==> src/rtl/bxc_pkg.sv <==
// Shared types for the bus width translation cycle controller.
package bxc_pkg;

    // Bus phase of the sequencer: idle, status state, command state.
    typedef enum logic [1:0] {
        PH_IDLE = 2'd0,
        PH_STAT = 2'd1,
        PH_CMD  = 2'd2
    } phase_t;

    // Kind of the latched request.
    typedef struct packed {
        logic wr;    // 1 = write
        logic io;    // 1 = I/O space
        logic wide;  // 1 = 16-bit request
    } kind_t;

    // What the read path captures when a command phase ends.
    typedef enum logic [1:0] {
        CAP_NONE = 2'd0,
        CAP_FULL = 2'd1,
        CAP_LO   = 2'd2,
        CAP_HI   = 2'd3
    } cap_t;

endpackage

==> src/rtl/bxc_term.sv <==
// Command-phase length counter and end-of-cycle decision.
// Counts the command states of the current cycle and decides, at each
// command state, whether the cycle ends at the coming clock edge.
// Assumes: ready low always holds the cycle, whatever else is asserted;
// early termination is honoured on memory cycles only.
module bxc_term #(
    parameter int C16 = 2,
    parameter int C8  = 4
) (
    input  logic clk,
    input  logic rst_n,
    input  logic in_cmd,
    input  logic eff16,
    input  logic mem_cycle,
    input  logic ready,
    input  logic nows_n,
    output logic first_cmd,
    output logic term_now
);
    localparam int MAXC = (C8 > C16) ? C8 : C16;
    localparam int CW   = $clog2(MAXC + 1) + 1;
    localparam logic [CW-1:0] LIM16 = CW'(C16);
    localparam logic [CW-1:0] LIM8  = CW'(C8);

    logic [CW-1:0] cnt;
    logic [CW-1:0] lim;
    logic [CW:0]   nxt;
    logic          reached;
    logic          early;

    // Limit for this cycle and the early-end request.
    always_comb begin
        lim       = eff16 ? LIM16 : LIM8;
        nxt       = {1'b0, cnt} + {{CW{1'b0}}, 1'b1};
        reached   = nxt >= {1'b0, lim};
        early     = mem_cycle & ~nows_n;
        first_cmd = in_cmd & (cnt == '0);
        term_now  = in_cmd & ready & (early | reached);
    end

    // Saturating count of command states completed in this cycle.
    always_ff @(posedge clk) begin
        if (!rst_n) begin
            cnt <= '0;
        end else if (!in_cmd || term_now) begin
            cnt <= '0;
        end else if (cnt != '1) begin
            cnt <= cnt + 1'b1;
        end
    end

endmodule

==> src/rtl/bxc_seq.sv <==
// Bus cycle sequencer: accepts a request, steps status and command
// states, samples the width claim once and schedules the second 8-bit
// sub-cycle when a 16-bit request is not claimed.
// Assumes: 16-bit requests carry an even address (bit 0 is replaced).
module bxc_seq
    import bxc_pkg::*;
#(
    parameter int AW = 24
) (
    input  logic          clk,
    input  logic          rst_n,
    input  logic          req_valid,
    input  kind_t         req_kind,
    input  logic [AW-1:0] req_addr,
    input  logic          mem16_n,
    input  logic          io16_n,
    input  logic          term_now,
    input  logic          first_cmd,
    output phase_t        phase,
    output kind_t         kind,
    output logic          split_hi,
    output logic          eff16,
    output logic [AW-1:0] cur_addr,
    output logic          busy,
    output logic          done,
    output logic          load,
    output cap_t          cap_mode
);
    logic [AW-1:0] addr_q;
    logic          claim_q;
    logic          width_now;
    logic          need_split;

    // Width claim, effective size, address and capture selection.
    always_comb begin
        width_now  = kind.io ? ~io16_n : ~mem16_n;
        eff16      = kind.wide & ~split_hi & (first_cmd ? width_now : claim_q);
        need_split = kind.wide & ~split_hi & ~eff16;
        cur_addr   = kind.wide ? {addr_q[AW-1:1], split_hi} : addr_q;
        busy       = (phase != PH_IDLE);
        load       = (phase == PH_IDLE) & req_valid;
        cap_mode   = CAP_NONE;
        if (phase == PH_CMD && term_now) begin
            if (eff16)         cap_mode = CAP_FULL;
            else if (split_hi) cap_mode = CAP_HI;
            else               cap_mode = CAP_LO;
        end
    end

    // Phase register, latched request and sub-cycle bookkeeping.
    always_ff @(posedge clk) begin
        if (!rst_n) begin
            phase    <= PH_IDLE;
            kind     <= '0;
            addr_q   <= '0;
            split_hi <= 1'b0;
            claim_q  <= 1'b0;
            done     <= 1'b0;
        end else begin
            done <= 1'b0;
            unique case (phase)
                PH_IDLE: begin
                    if (req_valid) begin
                        kind     <= req_kind;
                        addr_q   <= req_addr;
                        split_hi <= 1'b0;
                        claim_q  <= 1'b0;
                        phase    <= PH_STAT;
                    end
                end
                PH_STAT: begin
                    phase <= PH_CMD;
                end
                PH_CMD: begin
                    if (first_cmd) begin
                        claim_q <= kind.wide & width_now;
                    end
                    if (term_now) begin
                        if (need_split) begin
                            split_hi <= 1'b1;
                            phase    <= PH_STAT;
                        end else begin
                            phase <= PH_IDLE;
                            done  <= 1'b1;
                        end
                    end
                end
                default: phase <= PH_IDLE;
            endcase
        end
    end

endmodule

==> src/rtl/bxc_lanes.sv <==
// Byte-lane steering: holds the write data, routes the proper byte onto
// each lane, and assembles read data from one or two captures.
// Assumes: 8-bit cycles always use the low lane.
module bxc_lanes
    import bxc_pkg::*;
#(
    parameter int LANES = 2
) (
    input  logic               clk,
    input  logic               rst_n,
    input  logic               load,
    input  logic [LANES*8-1:0] wdata_in,
    input  logic               split_hi,
    input  cap_t               cap_mode,
    input  logic [LANES*8-1:0] bus_din,
    output logic [LANES*8-1:0] lane_out,
    output logic [LANES*8-1:0] rd_data
);
    localparam int DW = LANES * 8;

    logic [DW-1:0] wq;

    // Hold the write data of the accepted request.
    always_ff @(posedge clk) begin
        if (!rst_n)    wq <= '0;
        else if (load) wq <= wdata_in;
    end

    // Lane 0 carries the upper byte in the second sub-cycle; others pass.
    for (genvar g = 0; g < LANES; g++) begin : g_lane
        if (g == 0) begin : g_low
            assign lane_out[7:0] = split_hi ? wq[DW-1:DW-8] : wq[7:0];
        end else begin : g_up
            assign lane_out[g*8 +: 8] = wq[g*8 +: 8];
        end
    end

    // Capture read data at the end of each command phase.
    always_ff @(posedge clk) begin
        if (!rst_n) begin
            rd_data <= '0;
        end else begin
            unique case (cap_mode)
                CAP_FULL: rd_data <= bus_din;
                CAP_LO:   rd_data <= {{(DW-8){1'b0}}, bus_din[7:0]};
                CAP_HI:   rd_data[DW-1:DW-8] <= bus_din[7:0];
                default:  rd_data <= rd_data;
            endcase
        end
    end

endmodule

==> src/rtl/bus_xlate_ctrl.sv <==
// Host-side cycle controller for a 16-bit expansion bus.
// Runs status and command states per request, honours wait states and
// early termination, and splits unclaimed 16-bit requests in two.
// Assumes: one request at a time, offered while busy is low.
module bus_xlate_ctrl
    import bxc_pkg::*;
#(
    parameter int AW           = 24,
    parameter int CMD16_STATES = 2,
    parameter int CMD8_STATES  = 4
) (
    input  logic          clk,
    input  logic          rst_n,
    input  logic          req_valid,
    input  logic          req_write,
    input  logic          req_io,
    input  logic          req_wide,
    input  logic [AW-1:0] req_addr,
    input  logic [15:0]   req_wdata,
    output logic          busy,
    output logic          done,
    output logic [15:0]   rd_data,
    output logic          bus_ale,
    output logic [AW-1:0] bus_addr,
    output logic          bus_hbe_n,
    output logic          bus_memr_n,
    output logic          bus_memw_n,
    output logic          bus_ior_n,
    output logic          bus_iow_n,
    output logic [15:0]   bus_dout,
    output logic          bus_doe,
    input  logic [15:0]   bus_din,
    input  logic          tgt_ready,
    input  logic          tgt_nows_n,
    input  logic          tgt_mem16_n,
    input  logic          tgt_io16_n
);
    localparam int DW    = 16;
    localparam int LANES = DW / 8;

    phase_t phase;
    kind_t  kind;
    kind_t  req_kind;
    cap_t   cap_mode;
    logic   split_hi;
    logic   eff16;
    logic   first_cmd;
    logic   term_now;
    logic   load;
    logic   in_cmd;
    logic   active;

    // Pack the request fields.
    always_comb begin
        req_kind.wr   = req_write;
        req_kind.io   = req_io;
        req_kind.wide = req_wide;
    end

    bxc_seq #(.AW(AW)) i_seq (
        .clk       (clk),
        .rst_n     (rst_n),
        .req_valid (req_valid),
        .req_kind  (req_kind),
        .req_addr  (req_addr),
        .mem16_n   (tgt_mem16_n),
        .io16_n    (tgt_io16_n),
        .term_now  (term_now),
        .first_cmd (first_cmd),
        .phase     (phase),
        .kind      (kind),
        .split_hi  (split_hi),
        .eff16     (eff16),
        .cur_addr  (bus_addr),
        .busy      (busy),
        .done      (done),
        .load      (load),
        .cap_mode  (cap_mode)
    );

    bxc_term #(.C16(CMD16_STATES), .C8(CMD8_STATES)) i_term (
        .clk       (clk),
        .rst_n     (rst_n),
        .in_cmd    (in_cmd),
        .eff16     (eff16),
        .mem_cycle (~kind.io),
        .ready     (tgt_ready),
        .nows_n    (tgt_nows_n),
        .first_cmd (first_cmd),
        .term_now  (term_now)
    );

    bxc_lanes #(.LANES(LANES)) i_lanes (
        .clk      (clk),
        .rst_n    (rst_n),
        .load     (load),
        .wdata_in (req_wdata),
        .split_hi (split_hi),
        .cap_mode (cap_mode),
        .bus_din  (bus_din),
        .lane_out (bus_dout),
        .rd_data  (rd_data)
    );

    // Strobe, latch enable, lane enable and drive enable decode.
    always_comb begin
        in_cmd     = (phase == PH_CMD);
        active     = (phase == PH_STAT) | in_cmd;
        bus_ale    = (phase == PH_STAT);
        bus_memr_n = ~(in_cmd & ~kind.io & ~kind.wr);
        bus_memw_n = ~(in_cmd & ~kind.io &  kind.wr);
        bus_ior_n  = ~(in_cmd &  kind.io & ~kind.wr);
        bus_iow_n  = ~(in_cmd &  kind.io &  kind.wr);
        bus_hbe_n  = ~(active & kind.wide & ~split_hi);
        bus_doe    = active & kind.wr;
    end

endmodule

==> config.mk <==
export PLATFORM = sky130hd
export DESIGN_NAME = bus_xlate_ctrl
export DESIGN_NICKNAME = d
export VERILOG_FILES = /design/src/rtl/bxc_pkg.sv /design/src/rtl/bxc_term.sv /design/src/rtl/bxc_seq.sv /design/src/rtl/bxc_lanes.sv /design/src/rtl/bus_xlate_ctrl.sv
export SDC_FILE = /design/constraint.sdc
export NUM_CORES = 1
export LEC_CHECK = 0
export BUFFER_PORTS_ARGS = -buffer_cell sky130_fd_sc_hd__buf_2
export CORE_UTILIZATION = 23
export CTS_BUF_LIST = sky130_fd_sc_hd__clkbuf_2
export DETAILED_ROUTE_END_ITERATION = 8
export GPL_TIMING_DRIVEN = 0
export PLACE_DENSITY = 0.49
export SYNTH_ARGS = -nofsm -noshare
export SYNTH_HDL_FRONTEND = slang
export SYNTH_SLANG_ARGS = --single-unit
==> constraint.sdc <==
create_clock -name clk -period 4.8 [get_ports clk]
set_input_delay 0.48 -clock clk [delete_from_list [all_inputs] [get_ports clk]]
set_output_delay 0.48 -clock clk [all_outputs]
set_load 0.02 [all_outputs]
==> summary by stage, run 1 <==
Setup path
The launch instance of the worst register-to-register path is i_seq.phase[0]. Among the stages of the critical path, the cell type that occurs most often is sky130_fd_sc_hd__ha_1. The startpoint-to-endpoint class of the critical path is reg -> reg. The largest stage delay on the critical path is 0.43 ns. The worst setup path is launched from a flop. The number of buffers and inverters on the critical path is 4. Walking the worst path, the cells encountered are inv_1 > ha_1 > nor4bb_4 > mux2_4 > nand2_2 > inv_2 > ha_1 > nand3_1 > a21oi_1 > o311a_1 > buf_6 > o21ai_1 > ha_1 > clkbuf_1 > mux2i_1 > nor2b_1. The worst register-to-register path has a setup slack of 0.75 ns. The worst setup path is captured at a flop. Counting buffers and inverters, the worst setup path is 16 cells deep. Measured in cells, the most critical reg-to-reg path has a length of 16.

Among all stages on the critical path, the largest delay is contributed by sky130_fd_sc_hd__clkbuf_1. The endpoint of the worst-slack reg-to-reg timing path is i_lanes.rd_data[6]. The critical path arrival is 4.50 ns. The launch point of the worst path is i_seq.phase[0]. Of all nets on the critical path, the largest fanout is 11.

The termination of the worst setup path is i_lanes.rd_data[6]. The required time of the critical path is 5.24 ns. The kind of cell with the highest combined delay on the critical path is adder cells.

Power and ir drop
The total power is 1570 uW. For this design the ratio of total power to cell area is 366 nW/um^2. VDD sags by at most 214 uV. The analysis attributes to cell leakage a power of 0.00199 uW.

Yosys
In this run, synthesis produced a sequential element count of 68. Of all flip-flops after synthesis, the portion carrying an async set or reset was 0%. By area the synthesized netlist is led by sky130_fd_sc_hd__dfxtp_1 (41%), sky130_fd_sc_hd__nand2_1 (10%), sky130_fd_sc_hd__a21boi_0 (9.7%), sky130_fd_sc_hd__buf_4 (7.2%), sky130_fd_sc_hd__mux2i_1 (3.9%). Multiplexer cells account for 7.37% of the synthesized area. The Yosys step of the flow raised 0 warnings. The top cell type by total area after synthesis is sky130_fd_sc_hd__dfxtp_1.

The fraction of the yosys area taken by sequential cells is 40.7%. The net count after synthesis is 465. The count of flip-flops with a built-in enable after synthesis is 0.

The cell count after synthesis came out at 389. Summed over its instances, the top area cell type makes up 40.7% of the synthesized netlist area. The cell area that synthesis handed to floorplanning was 3340 um^2.

The area fraction in and, or, nand and nor cells after synthesis is 19.0%. Among all flip-flop cells after synthesis, the most frequent one is sky130_fd_sc_hd__dfxtp_1. The adder-cell area share of the yosys netlist is 3.74%.

Of the total synthesized cell area, the portion taken by XOR and XNOR cells is 0.524%. The mean post-synth cell area is 8.60 um^2. The compound-gate portion of the synthesized area is 17.4%. The count of unique library cells instantiated by Yosys is 40. After synthesis, the largest family of logic cells by area is simple AND/OR/NAND/NOR gates.

STA
The setup clock skew after layout is 0.0138 ns. Setup repair after global routing left no endpoint under its margin. Based on the critical path, the design can be clocked at up to 247 MHz. The final number of max-transition violations is 0. The worst path uses 84.4% of the clock period. Headroom to the max-slew limit came out at 61.4%. At the pin with the least slew margin, the transition time is 0.580 ns. The number of hold violations in the final report was 0. Setup slack on the critical path of the routed design comes to 0.747 ns. In the final timing run, aggregate negative setup slack is 0 ns. The clock period minus final worst setup slack is 4.05 ns. The number of endpoints failing setup at the final stage is 0.

Run status
The run finished with clean final reports.

Floorplan
The die extent in y is 123 um. The overall die area is 15,000 um^2. After floorplanning, the core was divided into 43 placement rows. Measured along the x axis, the die boundary spans 123 um.

The number of top-level design ports is 131. The placeable core region is 14,000 um^2. The initial cell density of the core is 23.8%.

CTS
The count of buffers added by post-CTS timing repair for setup is 0. Clock tree synthesis inserted a total of 9 buffers. The clock transition at the registers of the reported paths is 0.18 ns. The cell sitting at the root of the clock tree is a sky130_fd_sc_hd__clkbuf_2. The number of sinks handled by clock tree synthesis is 68.

The insertion delay of the later-clocked pin in the worst-skew pair is 0.53 ns. The number of buffers between clock root and the deepest sink is 2. The level count of the clock H-tree is 3. The TritonCTS clock tree is built.

In this run, post-CTS repair resized a total of 0 instances. The total of hold buffers inserted after clock tree synthesis is 0.

Route
For this block, the initial DRC count from the detailed router was 102. The pre-antenna-repair detailed-routing pass consisted of 4 iterations. Using the TritonRoute via totals, the vias-per-cell ratio works out to 4.16. The count of nets left with antenna violations once routing finished came out at 0. For this run, design rule violations remaining after detail routing come to 0. After detailed routing, the average wire length per cell comes to 12.7 um. For this block, the routed nets add up to 9060 um of wire.

Across all layers, the routed design uses 2,972 vias.

Placed design
The placer's final routability congestion estimate is 0.756. The setup slack at placement is 0.743 ns. During placement, the flow inserted port buffers numbering 130. Once detailed placement completed, the half-perimeter wirelength came to 6960 um. In this run the cell area measured after placement is 4220 um^2.

Cells and area
The area of all placed cells without fillers is 4290 um^2. The net count of the finished layout is 606. The antenna diode count is 0.

Cells with a size suffix above 1 make up 36.3% of the layout. The area growth from synthesis to layout is 28.4%.

GRT
The number of global-route vias before repair is 2,886. The global routing usage summed across all routing layers is 12.6%. The wire length of the first global-routing pass is 14,200 um. The pin count of the biggest net entering global routing is 12.

The initial antenna violation count is 0. The total overflow reported by the global router is 0.

Min path
The path class of the tightest hold or removal check is in -> reg.

Run
The tool flagged a number of max-cap violations equal to 0.
## worst register-to-register path, cell delays in order (launching register included)
cell                       delay, ns
sky130_fd_sc_hd__dfxtp_1        0.37
sky130_fd_sc_hd__inv_1          0.10
sky130_fd_sc_hd__ha_1           0.25
sky130_fd_sc_hd__nor4bb_4       0.34
sky130_fd_sc_hd__mux2_4         0.35
sky130_fd_sc_hd__nand2_2        0.17
sky130_fd_sc_hd__inv_2          0.13
sky130_fd_sc_hd__ha_1           0.32
sky130_fd_sc_hd__nand3_1        0.08
sky130_fd_sc_hd__a21oi_1        0.34
sky130_fd_sc_hd__o311a_1        0.23
sky130_fd_sc_hd__buf_6          0.14
sky130_fd_sc_hd__o21ai_1        0.09
sky130_fd_sc_hd__ha_1           0.30
sky130_fd_sc_hd__clkbuf_1       0.43
sky130_fd_sc_hd__mux2i_1        0.26
sky130_fd_sc_hd__nor2b_1        0.06
## state kept, by name, indices dropped and copies added, names as in the netlist
name             flops
i_seq.addr_q        24
i_lanes.rd_data     16
i_lanes.wq          16
i_term.cnt           4
i_seq.kind           3
i_seq.phase          2
i_seq.claim_q        1
i_seq.done           1
i_seq.split_hi       1
## kinds of logic after synthesis
| logic type | count (synthesis) |
|---|---|
| AO/OA/AOI/OAI | 82 |
| XOR/XNOR | 2 |
| adder cells (fa/ha/maj) | 10 |
| buffers and inverters | 66 |
| flip-flops | 68 |
| multiplexers | 23 |
| AND/OR/NAND/NOR | 138 |
## cell usage after synthesis (2+ instances only)
cell type and number:
sky130_fd_sc_hd__o21ai_0 18, sky130_fd_sc_hd__nand3_1 6, sky130_fd_sc_hd__and4b_1 2, sky130_fd_sc_hd__a21boi_0 43, sky130_fd_sc_hd__nand2_1 93, sky130_fd_sc_hd__o21ai_1 2
sky130_fd_sc_hd__nand3b_1 2, sky130_fd_sc_hd__inv_1 11, sky130_fd_sc_hd__a21o_1 2, sky130_fd_sc_hd__clkbuf_1 19, sky130_fd_sc_hd__nor2_1 9, sky130_fd_sc_hd__mux2i_1 13
sky130_fd_sc_hd__and2_1 3, sky130_fd_sc_hd__nor2b_1 10, sky130_fd_sc_hd__mux2_2 9, sky130_fd_sc_hd__nand4_1 8, sky130_fd_sc_hd__dfxtp_1 68, sky130_fd_sc_hd__a31oi_1 9
sky130_fd_sc_hd__buf_4 32, sky130_fd_sc_hd__ha_1 10
## per-stage QoR
stage / cells / hold WS, ns / utilization, %
3_5_place_dp: 699 / 0.460 / 30.1
5_1_grt: 714 / 0.0849 / 30.6
2_1_floorplan: 389 / 0.441 / -
3_3_place_gp: 699 / 0.449 / 30.1
6_report: 714 / 0.169 / 30.6
4_1_cts: 714 / 0.0723 / 30.6
## how the worst min path moves through the flow
stage	start	to	slack (ns)	cells after the start
after floorplan	i_lanes.wq[0]	i_lanes.wq[0]	0.44	2
final	req_addr[20]	i_seq.addr_q[20]	0.17	3
after detailed placement	i_lanes.wq[7]	i_lanes.wq[7]	0.46	2
after CTS	req_addr[20]	i_seq.addr_q[20]	0.07	3
after global routing	req_addr[16]	i_seq.addr_q[16]	0.08	3
after global placement	i_lanes.wq[2]	i_lanes.wq[2]	0.45	2
## routing by layer
metal	GRT usage, %	wire length [um]	vias up
li1	-	-	1553
met1	14.9	4100	1318
met2	20.3	4130	95
met3	5.86	748	6
met4	3.35	84	0
met5	0	0	-
## power breakdown
part           internal, uW  total, uW  leakage (uW)  switching, uW
clock                  64.8        264     0.0000566            200
combinational           249        610       0.00138            362
sequential              644        696      0.000555           52.4
## cell type report
class | count | area [um^2]
Clock buffer | 11 | 55.1
Fill cell | 1538 | 9750
Sequential cell | 68 | 1360
Inverter | 12 | 45.0
Tap cell | 180 | 225
Timing Repair Buffer | 130 | 651
Clock inverter | 4 | 17.5
Buffer | 54 | 332
Multi-Input combinational cell | 255 | 1610
## layout by cell type (no fill, tap or decap), types with 2 or more instances in the layout
cell type                  instances
sky130_fd_sc_hd__and4b_1           2
sky130_fd_sc_hd__a31oi_1           9
sky130_fd_sc_hd__nand4_1           8
sky130_fd_sc_hd__nand3b_1          2
sky130_fd_sc_hd__nor2_1            9
sky130_fd_sc_hd__ha_1             10
sky130_fd_sc_hd__clkinv_2          2
sky130_fd_sc_hd__mux2_2            9
sky130_fd_sc_hd__nand2_1          93
sky130_fd_sc_hd__and2_1            3
sky130_fd_sc_hd__inv_1            11
sky130_fd_sc_hd__clkinv_1          2
sky130_fd_sc_hd__clkbuf_1         19
sky130_fd_sc_hd__a21o_1            2
sky130_fd_sc_hd__buf_2           130
sky130_fd_sc_hd__o21ai_1           2
sky130_fd_sc_hd__a21boi_0         43
sky130_fd_sc_hd__mux2i_1          13
sky130_fd_sc_hd__buf_4            32
sky130_fd_sc_hd__o21ai_0          18
sky130_fd_sc_hd__clkbuf_2         12
sky130_fd_sc_hd__dfxtp_1          68
sky130_fd_sc_hd__nand3_1           6
sky130_fd_sc_hd__nor2b_1          10
No activity file was read; power rests on OpenSTA's default activity.
==> inputs of run 2 (changes only) <==
Clock period 4.8 ns to 4 ns, I/O delays scaled along.
==> summary by stage, run 2 (synthesis results as in run 1) <==
Run status
The flow ran to the end, and the final reports show no timing, DRC or antenna violations.

STA
The final number of max-transition violations is 0 (unchanged). The worst slew slack as a fraction of its limit is 61.6% (+0.29 points). Setup repair after global routing left no endpoint under its margin.

The number of endpoints failing setup at the final stage was 0 (unchanged). The highest attainable clock frequency was 274 MHz (+11%). The slew at the pin with the worst max-slew slack is 0.575 ns (-0.00440 ns).

The slack of the critical path is 0.346 ns (-0.401 ns). The setup clock skew after layout is 0.0153 ns (+0.00150 ns). The ratio of final minimum period to clock period came to 91.3% (+6.9 points).

The number of hold violations in the final report is 0 (unchanged). The clock period minus final worst setup slack is 3.65 ns (-0.399 ns).

Placed design
The placed instance count was 699 (unchanged). The area of placed instances is 4220 um^2 (unchanged). The number of port buffers is 130 (unchanged). The placer's final routability congestion estimate is 0.756 (unchanged).

The total half-perimeter wirelength after legalization and detailed placement is 6960 um (unchanged). The setup slack at placement is -0.0566 ns (-0.800 ns).

CTS
The clock transition at the registers of the reported paths came to 0.18 ns (about the same). The TritonCTS buffer count is 9 (unchanged). The insertion delay of the later-clocked pin in the worst-skew pair is 0.54 ns (about the same).

The level count of the clock H-tree is 3 (unchanged). The number of buffers between clock root and the deepest sink was 2 (unchanged). The cell sitting at the root of the clock tree is a sky130_fd_sc_hd__clkbuf_2. The TritonCTS clock tree is built.

The number of sinks handled by clock tree synthesis is 68 (unchanged).

Setup path
The critical path launch point type is a flop. The worst setup path is of the reg -> reg kind. The required time of the critical path was 4.45 ns (-0.79 ns).

STA classifies the critical path endpoint as a flop. The critical path arrival is 4.10 ns (-0.40 ns). The largest fanout of any net on the critical path came to 11 (unchanged).

Cells and area
Compared with the post-synthesis result, the final layout area differs by 30.1%. Counting flops per register, the top entry is i_seq.addr_q. The final design utilization is 31.0% (+0.41 points). The largest registers in the layout are i_seq.addr_q (24), i_lanes.rd_data (16), i_lanes.wq (16). The commonest non-fill, non-tap cell in the layout is sky130_fd_sc_hd__buf_2. The final cell count without fillers was 716 (+0.28%). The area of all placed cells without fillers is 4350 um^2 (+1.3%). The antenna diode count is 0 (unchanged). The library cells used most frequently in the layout, excluding fill and tap cells, are sky130_fd_sc_hd__buf_2 (130), sky130_fd_sc_hd__nand2_1 (93), sky130_fd_sc_hd__dfxtp_1 (68). The share of layout cells above drive strength 1 is 37.3% (+0.98 points). The flip-flop count of the largest register, all copies and words added is 24 (unchanged).

The net count reported at finish is 608 (+0.33%). The number of fill cells in the layout came to 1,531 (-0.46%).

GRT
The initial antenna violation count came to 0 (unchanged). The pin count of the biggest net entering global routing is 17 (+5). The number of global-route vias before repair is 2,879 (-0.24%). The wire length of the first global-routing pass was 14,100 um (-0.54%).

The total overflow reported by the global router came to 0 (unchanged). The global routing usage summed across all routing layers came to 12.5% (-0.059 points).

Floorplan
The overall die area is 15,000 um^2 (unchanged). The row count came to 43 (unchanged). The initial cell density of the core came to 23.8% (unchanged). The number of top-level design ports is 131 (unchanged).

The placeable core region was 14,000 um^2 (unchanged). The chip width was 123 um (unchanged). The die extent in y came to 123 um (unchanged).

Route
The count of TritonRoute iterations in the first routing pass was 6 (+2). The detailed-route wire length is 9100 um (+0.42%). The average via count per standard cell is 4.18 (+0.49%). The average detailed-routed wire length per instance is 12.7 um (+0.14%). The detailed router's first-iteration violation count is 98 (-3.9%). The total number of vias is 2,995 (+0.77%). The count of antenna-violating nets left after detailed routing is 0 (unchanged). The number of DRC violations after detailed routing was 0 (unchanged).

Min path
The class of the most critical hold timing path is in -> reg.

Power and ir drop
The cell leakage power is 0.00201 uW (+0.86%). The cell area power density was 436 nW/um^2 (+19%). The peak supply drop was 257 uV (+20%).

The total power is 1900 uW (+21%).

Run
The number of max-cap violations was 0 (unchanged).
run 2: cell type report:
cell class	count	area (um^2)	area share, %
multi-input cells	255	1620	37.2
plain buffers	52	324	7.45
flip-flops and latches	68	1360	31.3
clock inverters	4	17.5	0.403
repair inverters	1	7.51	0.173
clock buffers	11	55.1	1.27
repair buffers	133	691	15.9
well taps	180	225	5.18
inverters	12	48.8	1.12
run 2: worst paths after layout:
kind,slack [ns],cells past startpoint,startpoint,end
worst max-delay path,0.35,15,i_seq.phase[0],i_lanes.rd_data[14]
worst min-delay path,0.08,3,req_wdata[7],i_lanes.wq[7]
worst max register to register,0.35,15,i_seq.phase[0],i_lanes.rd_data[14]
worst min register to register,0.47,2,i_lanes.wq[2],i_lanes.wq[2]
run 2: critical path, cell delays in order (launching register included):
cell                         delay, ns
sky130_fd_sc_hd__dfxtp_1          0.37
sky130_fd_sc_hd__inv_1            0.10
sky130_fd_sc_hd__ha_2             0.23
sky130_fd_sc_hd__nor4bb_4         0.32
sky130_fd_sc_hd__mux2_4           0.36
sky130_fd_sc_hd__nand2_4          0.12
sky130_fd_sc_hd__inv_2            0.11
sky130_fd_sc_hd__ha_1             0.32
sky130_fd_sc_hd__a211o_1          0.32
sky130_fd_sc_hd__o311a_1          0.37
sky130_fd_sc_hd__buf_6            0.15
sky130_fd_sc_hd__o21ai_1          0.11
sky130_fd_sc_hd__ha_2             0.27
sky130_fd_sc_hd__clkinvlp_4       0.16
sky130_fd_sc_hd__o21ai_0          0.20
sky130_fd_sc_hd__a31oi_1          0.05
run 2: where the power goes:
part	internal [uW]	switching, uW	total [uW]
registers	773	63.3	836
logic	304	437	741
clock network	77.7	240	318
run 2: timing repair:
action	CTS	global route
setup buffers	0	1
pin swaps	0	1
resized for setup	0	6
hold endpoints to repair	2	0
hold buffers	2	0
cloned	0	1
endpoints found under the setup margin	9	16
run 2: per-layer routing:
layer	up-vias	global-route usage [%]	part of all wire (%)
li1	1559	-	-
met1	1333	14.8	45
met2	97	20.2	45
met3	6	5.86	8.3
met4	0	3.35	0.92
met5	-	0	0
run 2: through the flow:
stage / hold WS, ns / setup TNS [ns]
6_report: 0.0843 / 0
5_1_grt: 0.00491 / 0
4_1_cts: 0.00269 / 0
3_5_place_dp: 0.460 / -0.374
3_3_place_gp: 0.449 / 0
2_1_floorplan: 0.441 / 0
